`src/rtl/lut_cell_pkg.sv`:
```
package lut_cell_pkg;

    // Output mode carried by the last bit of the configuration stream
    typedef enum logic {
        OUT_COMB = 1'b0,
        OUT_REG  = 1'b1
    } out_sel_e;

    // Number of table entries for a k-input cell
    function automatic int unsigned tbl_entries(input int unsigned k);
        return 32'd1 << k;
    endfunction

    // Total configuration stream length: table plus mode bit
    function automatic int unsigned stream_len(input int unsigned k);
        return tbl_entries(k) + 32'd1;
    endfunction

endpackage

```
`src/rtl/lut_cfg_chain.sv`:
```
module lut_cfg_chain
    import lut_cell_pkg::*;
#(
    parameter int unsigned K = 4
) (
    input  logic                      clk,
    input  logic                      rst,
    input  logic                      shift_en,
    input  logic                      shift_in,
    output logic                      shift_out,
    output logic [tbl_entries(K)-1:0] table_bits,
    output out_sel_e                  mode
);
    localparam int unsigned N = tbl_entries(K);
    localparam int unsigned L = stream_len(K);

    // Index 0 holds the oldest bit; new bits enter at the top
    logic [L-1:0] chain;

    always_ff @(posedge clk) begin
        if (rst) begin
            chain <= '0;
        end else if (shift_en) begin
            chain <= {shift_in, chain[L-1:1]};
        end
    end

    assign shift_out  = chain[0];
    assign table_bits = chain[N-1:0];
    assign mode       = out_sel_e'(chain[L-1]);

    assert_shift_entry_R2: assert property (@(posedge clk) disable iff (rst)
        shift_en |=> (chain[L-1] == $past(shift_in)));

    assert_serial_out_R4: assert property (@(posedge clk) disable iff (rst)
        shift_en |=> (shift_out == $past(chain[1])));

    assert_cfg_hold_R5: assert property (@(posedge clk) disable iff (rst)
        !shift_en |=> $stable(chain));

    assert_cfg_clear_R9: assert property (@(posedge clk)
        rst |=> (chain == '0));

endmodule

```
`src/rtl/lut_mux_tree.sv`:
```
module lut_mux_tree
    import lut_cell_pkg::*;
#(
    parameter int unsigned K = 4
) (
    input  logic [tbl_entries(K)-1:0] table_bits,
    input  logic [K-1:0]              sel_in,
    output logic                      f
);
    localparam int unsigned N = tbl_entries(K);

    // Heap-ordered binary tree: node 1 is the root, leaves are N..2N-1
    logic [2*N-1:1] node;

    for (genvar i = 0; i < N; i++) begin : g_leaf
        assign node[N+i] = table_bits[i];
    end

    // A node at depth d is steered by input bit K-1-d (MSB at the root)
    for (genvar d = 0; d < K; d++) begin : g_level
        for (genvar j = (1 << d); j < (1 << (d + 1)); j++) begin : g_node
            assign node[j] = sel_in[K-1-d] ? node[2*j+1] : node[2*j];
        end
    end

    assign f = node[1];

endmodule

```
`src/rtl/lut_state_ff.sv`:
```
module lut_state_ff (
    input  logic clk,
    input  logic rst,
    input  logic ce,
    input  logic freeze,
    input  logic d,
    output logic q
);
    always_ff @(posedge clk) begin
        if (rst) begin
            q <= 1'b0;
        end else if (ce && !freeze) begin
            q <= d;
        end
    end

    assert_capture_R6: assert property (@(posedge clk) disable iff (rst)
        (ce && !freeze) |=> (q == $past(d)));

    assert_ce_hold_R7: assert property (@(posedge clk) disable iff (rst)
        !ce |=> $stable(q));

    assert_cfg_freeze_R8: assert property (@(posedge clk) disable iff (rst)
        freeze |=> $stable(q));

    assert_state_clear_R9: assert property (@(posedge clk)
        rst |=> !q);

endmodule

```
`src/rtl/lut_cell.sv`:
```
module lut_cell
    import lut_cell_pkg::*;
#(
    parameter int unsigned K = 4
) (
    input  logic         clk,
    input  logic         rst,
    input  logic         cfg_en,
    input  logic         cfg_din,
    output logic         cfg_dout,
    input  logic         ce,
    input  logic [K-1:0] lut_in,
    output logic         cell_out
);
    localparam int unsigned N = tbl_entries(K);

    logic [N-1:0] table_bits;
    out_sel_e     mode;
    logic         lut_f;
    logic         state_q;

    lut_cfg_chain #(.K(K)) u_chain (
        .clk        (clk),
        .rst        (rst),
        .shift_en   (cfg_en),
        .shift_in   (cfg_din),
        .shift_out  (cfg_dout),
        .table_bits (table_bits),
        .mode       (mode)
    );

    lut_mux_tree #(.K(K)) u_tree (
        .table_bits (table_bits),
        .sel_in     (lut_in),
        .f          (lut_f)
    );

    lut_state_ff u_state (
        .clk    (clk),
        .rst    (rst),
        .ce     (ce),
        .freeze (cfg_en),
        .d      (lut_f),
        .q      (state_q)
    );

    // Output select: table value directly or the captured state
    always_comb begin
        case (mode)
            OUT_REG:  cell_out = state_q;
            default:  cell_out = lut_f;
        endcase
    end

    // Tree result must match a direct index of the table contents
    assert_comb_path_R3: assert property (@(posedge clk) disable iff (rst)
        (mode == OUT_COMB) |-> (cell_out == table_bits[lut_in]));

    // Registered mode shows the table value selected one edge earlier
    assert_reg_latency_R6: assert property (@(posedge clk) disable iff (rst)
        ((mode == OUT_REG) && $past(ce) && !$past(cfg_en) && !$past(rst))
            |-> (cell_out == $past(table_bits[lut_in])));

endmodule

```
`config.mk`:
```
export PLATFORM = sky130hd
export DESIGN_NAME = lut_cell
export DESIGN_NICKNAME = d
export VERILOG_FILES = /design/src/rtl/lut_cell_pkg.sv /design/src/rtl/lut_cfg_chain.sv /design/src/rtl/lut_mux_tree.sv /design/src/rtl/lut_state_ff.sv /design/src/rtl/lut_cell.sv
export SDC_FILE = /design/constraint.sdc
export NUM_CORES = 1
export LEC_CHECK = 0
export ABC_CLOCK_PERIOD_IN_PS = 3300
export BUFFER_PORTS_ARGS = -buffer_cell sky130_fd_sc_hd__buf_4
export CAP_MARGIN = 20
export CORE_MARGIN = 3
export CORE_UTILIZATION = 45
export DETAILED_ROUTE_END_ITERATION = 10
export GPL_ROUTABILITY_DRIVEN = 0
export GPL_TIMING_DRIVEN = 0
export SLEW_MARGIN = 20
export SYNTH_ARGS = -nofsm -noshare
export SYNTH_HDL_FRONTEND = slang
export SYNTH_SLANG_ARGS = --single-unit
```
`constraint.sdc`:
```
create_clock -name clk -period 3.3 [get_ports clk]
set_clock_uncertainty 0.15 [all_clocks]
set_input_delay 0.66 -clock clk [delete_from_list [all_inputs] [get_ports clk]]
set_output_delay 0.66 -clock clk [all_outputs]
set_load 0.05 [all_outputs]
```
==> Yosys cells after proc, flatten, opt, wreduce, memory -nomap -nowiden <==
Index checks and enable logic that the tools add are counted.
{ "word_totals": {"mem_bits_rw": 0, "inputBits": 9, "mem_bits_ro": 0, "wordCells": 20, "output_inout_bits": 2, "ff_bits": 18, "latch_bits": 0, "memories": 0} }
{ "classes": {"n_addsub": 0, "n_mux": 16, "mul": 0, "n_shift": 0, "n_reduce_logical": 2, "magnitude_cmp": 0, "n_eq_ne": 0, "bitwise_logic": 0, "div": 0} }
{ "ops": {"columns": ["op", "count"], "rows": [
  ["$mux W1", 16],
  ["$logic_and A1 B1 Y1", 1],
  ["$logic_not A1 Y1", 1]
]} }

==> Logic depth before layout (Yosys ltp) <==
{ "depth": {"depth_word": 5, "depth_mapped": 4} }

==> Cells and area by module <==
A second synthesis with hierarchy kept.
{ "hier_totals": {"cells_unflattened": 69, "hier_area_um2": 822.0} }
{ "modules_own_cells": {"columns": ["mod", "cells_per_inst", "area_each_um2", "instances", "seq_area_each_um2"], "rows": [
  ["lut_cfg_chain", 56, 621.8, 1, 340.3],
  ["lut_mux_tree", 7, 135.1, 1, 0.0],
  ["lut_state_ff", 5, 50.0, 1, 20.0],
  ["lut_cell", 1, 15.0, 1, 0.0]
]} }

==> Least setup slack after synthesis <==
OpenSTA, ideal clock, no wires.
{ "synth_path": {"path_type": "input-to-output", "startpoint": "in lut_in[1]", "endpoint": "out cell_out", "n_path_buf": 0, "cell_stages": 3, "t_required_ns": 2.490, "path_slack_ns": 0.618, "t_arrival_ns": 1.872, "path_cell_list": "mux4_1 mux2i_1 o221ai_1"} }
{ "synth_via": {"elab_chain_cells": 4, "word_cells_on_any_way": 8, "cone_classes": "8 x mux"} }
{ "synth_lines": {"columns": ["element", "line_no", "source"], "rows": [
  ["start: declaration", "lut_cell.sv:12", "input logic [K-1:0] lut_in,"],
  ["$mux W1 (2 in a row)", "lut_mux_tree.sv:22", "assign node[j] = sel_in[K-1-d] ? node[2*j+1] : node[2*j];"],
  ["$mux W1 (*)", "lut_mux_tree.sv:22", null],
  ["$mux W1 (*)", "lut_cell.sv:49", "case (mode)"],
  ["end: declaration", "lut_cell.sv:13", "output logic cell_out"]
]} }
Every way passes the cells marked *; elsewhere a longest branch is shown, timed or not.

==> Worst setup path in the final report <==
Same ends and word-level chain as after synthesis.

==> results.md <==
* DP Wirelength at 934 um
* CP Launch Type: primary input
* Area Growth Syn to Fin at 15.9%
* Initial DRT Pass Iterations at 3
* H-Tree Depth at 1
* Worst slack at placement at 603 ps
* Sink Count at 18
* Most frequent cells after synthesis: mux2i_1 (19), dfxtp_1 (18), nor2_1 (17)
* Most common cell in the netlist: mux2i_1
* DRT iter0 DRCs at 4
* Die W at between 40 and 50 um
* Yosys reg bits at 18
* Synth Warn # at 0
* Synth top area cells: dfxtp_1 (45%), mux2i_1 (24%), mux4_1 (13%)
* Share of cells above drive strength 1 at approximately 18%
* Crit path launch: lut_in[1]
* Longest Clk Path Bufs at 2
* Worst-path fanout max at 4
* Row count at 14
* Clock Latency Late Sink at 290 ps
* Routed WL at between 1 and 1.5 mm
* Status: complete, no violations
* Post-synth EDFFs at 0
* Mapped Nets at 80
* Dpl cell area at about 890 um^2
* Cell variety after synth at 14
* Avg Synthesized Cell Area at around 11 um^2
* FFs w/ async S/R, synth at 0%
* Final-report hold violation count at 0
* Ports at 11
* Slew HR at just over 70%
* Final worst path period share at 81.9%
* Initial antenna violation count at 0
* Hold_buf cts at 0
* Critical Path RT at roughly 2500 ps
* Critical R2R Capture: u_state.q$_SDFFE_PP0P_
* Minimum clock period after layout at roughly 2700 ps
* Die ar. at between 2000 and 2500 um^2
* P_leak at between 0.0004 and 0.0005 uW
* Worst R2R Path Depth at 3
* Max-slew violation count at 0
* Wire length of the first global-routing pass at between 1.5 and 2 mm
* R2r startpoint: u_chain.chain[11]$_SDFFE_PP0P_
* Hold depth at 2
* Design area at roughly 900 um^2
* Yosys top cell by area: dfxtp_1
* Post-layout util at between 50% and 60%
* Max IR drop VDD at between 0.3 and 0.4 mV
* Largest net degree at the start of global routing at 11
* Slew @ Worst Pin at about 400 ps
* Final TNS setup at 0 ps
* Unrepaired setup endpoints after global routing: no
* Post-synth top area share at between 40% and 50%
* Clock-pin slew on the worst setup and hold paths at around 100 ps
* Post-DRT Antenna Nets at 0
* Syn Inst Count at 71
* Endpoints failing setup at 0
* Clock root buffer: clkbuf_4
* Grt ovf at 0
* DRC at 0
* Vias in the first global route at about 470
* Maximum clock frequency at between 300 and 400 MHz
* Starting Density at between 40% and 50%
* Num CTS Buffers at 3
* CTS resizes at 0
* Main synth FF type: dfxtp_1
* Mapped Area at roughly 800 um^2
* Hold WS at between 300 and 400 ps
* CP Class: in -> out
* Antenna diodes at 0
* WL/cell at between 10 and 15 um
* Power per cell area at approximately 420 nW/um^2
* Vias at ~530
* Vias per inst at between 4 and 5
* Core area at between 1500 and 2000 um^2
* Die Y at 48.1 um
* Seq/Total Area, Yosys at a little under half
* Register-to-register setup slack at between 1500 and 2000 ps
* HP Class: reg -> reg
* Worst Path Arrival at between 1500 and 2000 ps
* Final WS setup at 598 ps
* Post-CTS Setup Inserts at 0
* Nets at 93
* PortBufs at 8
* Max-cap viol count at 0
* End of the critical path: cell_out
* TritonCTS clock tree: done
* CP endpoint kind: output pin
* All-Layer GR Usage at between 10 and 15%
worst max-delay path, cell delays in order:
cell	delay [ps]
buf_4	110
mux4_1	530
mux2i_1	210
o221ai_1	160
buf_4	210
worst min-delay path by stage:
stage / from / endpoint / slack (ps)
5_1_grt: u_chain.chain[8]$_SDFFE_PP0P_ / u_chain.chain[8]$_SDFFE_PP0P_ / 390
3_3_place_gp: u_chain.chain[1]$_SDFFE_PP0P_ / u_chain.chain[1]$_SDFFE_PP0P_ / 350
2_1_floorplan: u_chain.chain[2]$_SDFFE_PP0P_ / u_chain.chain[2]$_SDFFE_PP0P_ / 320
4_1_cts: u_chain.chain[8]$_SDFFE_PP0P_ / u_chain.chain[7]$_SDFFE_PP0P_ / 380
3_5_place_dp: u_chain.chain[8]$_SDFFE_PP0P_ / u_chain.chain[8]$_SDFFE_PP0P_ / 360
6_report: u_chain.chain[8]$_SDFFE_PP0P_ / u_chain.chain[7]$_SDFFE_PP0P_ / 380
routing by layer:
metal,up-vias,share of wire (%),track usage (%)
met5,-,0,0
met4,0,0.93,9.68
li1,278,-,-
met1,245,51,17.1
met2,6,45,17.2
met3,2,3.0,3.38
final cells by class:
cell class,count,area (um^2)
multi-input cells,49,419
fillers,157,671
well taps,24,30.0
clock buffers,4,36.3
plain buffers,4,17.5
repair buffers,8,60.1
flip-flops and latches,18,360
cells by family after synthesis:
kind of cell	synth area share (%)
mux	37.0
simple gates	12.4
compound gates	3.14
buf+inv	2.20
flops	45.2
cell usage in the layout (no fill, tap or decap):
| cell type | netlist | layout |
|---|---|---|
| o21bai_1 | 1 | 1 |
| a221oi_1 | 1 | 1 |
| nor2_1 | 17 | 17 |
| o221ai_1 | 1 | 1 |
| buf_4 | 0 | 8 |
| buf_2 | 2 | 2 |
| clkbuf_8 | 0 | 1 |
| or2_2 | 1 | 1 |
| mux2i_1 | 19 | 19 |
| and2_1 | 1 | 1 |
| nand2_1 | 1 | 1 |
| dfxtp_1 | 18 | 18 |
| nand2b_1 | 1 | 1 |
| mux4_1 | 4 | 4 |
| clkbuf_4 | 0 | 3 |
| clkbuf_1 | 2 | 2 |
| nor2b_1 | 2 | 2 |
power by group:
group	leakage [uW]	total (uW)	switching (uW)	internal (uW)
combinational	0.000262	31.1	15.1	16.0
clock	0.0000210	135	67.5	67.2
sequential	0.000145	221	1.78	219
total	0.000428	387	84.4	303
registers in the layout (all words and copies together), names as in the netlist:
name and cells:
u_state.q 1, u_chain.chain 17
stage by stage:
| step | cells | power, uW |
|---|---|---|
| 4_1_cts | 107 | 395 |
| 3_5_place_dp | 103 | 258 |
| 2_1_floorplan | 71 | 246 |
| 5_1_grt | 107 | 405 |
| 6_report | 107 | 387 |
| 3_3_place_gp | 103 | 257 |
(Power assumes the default switching activity.)
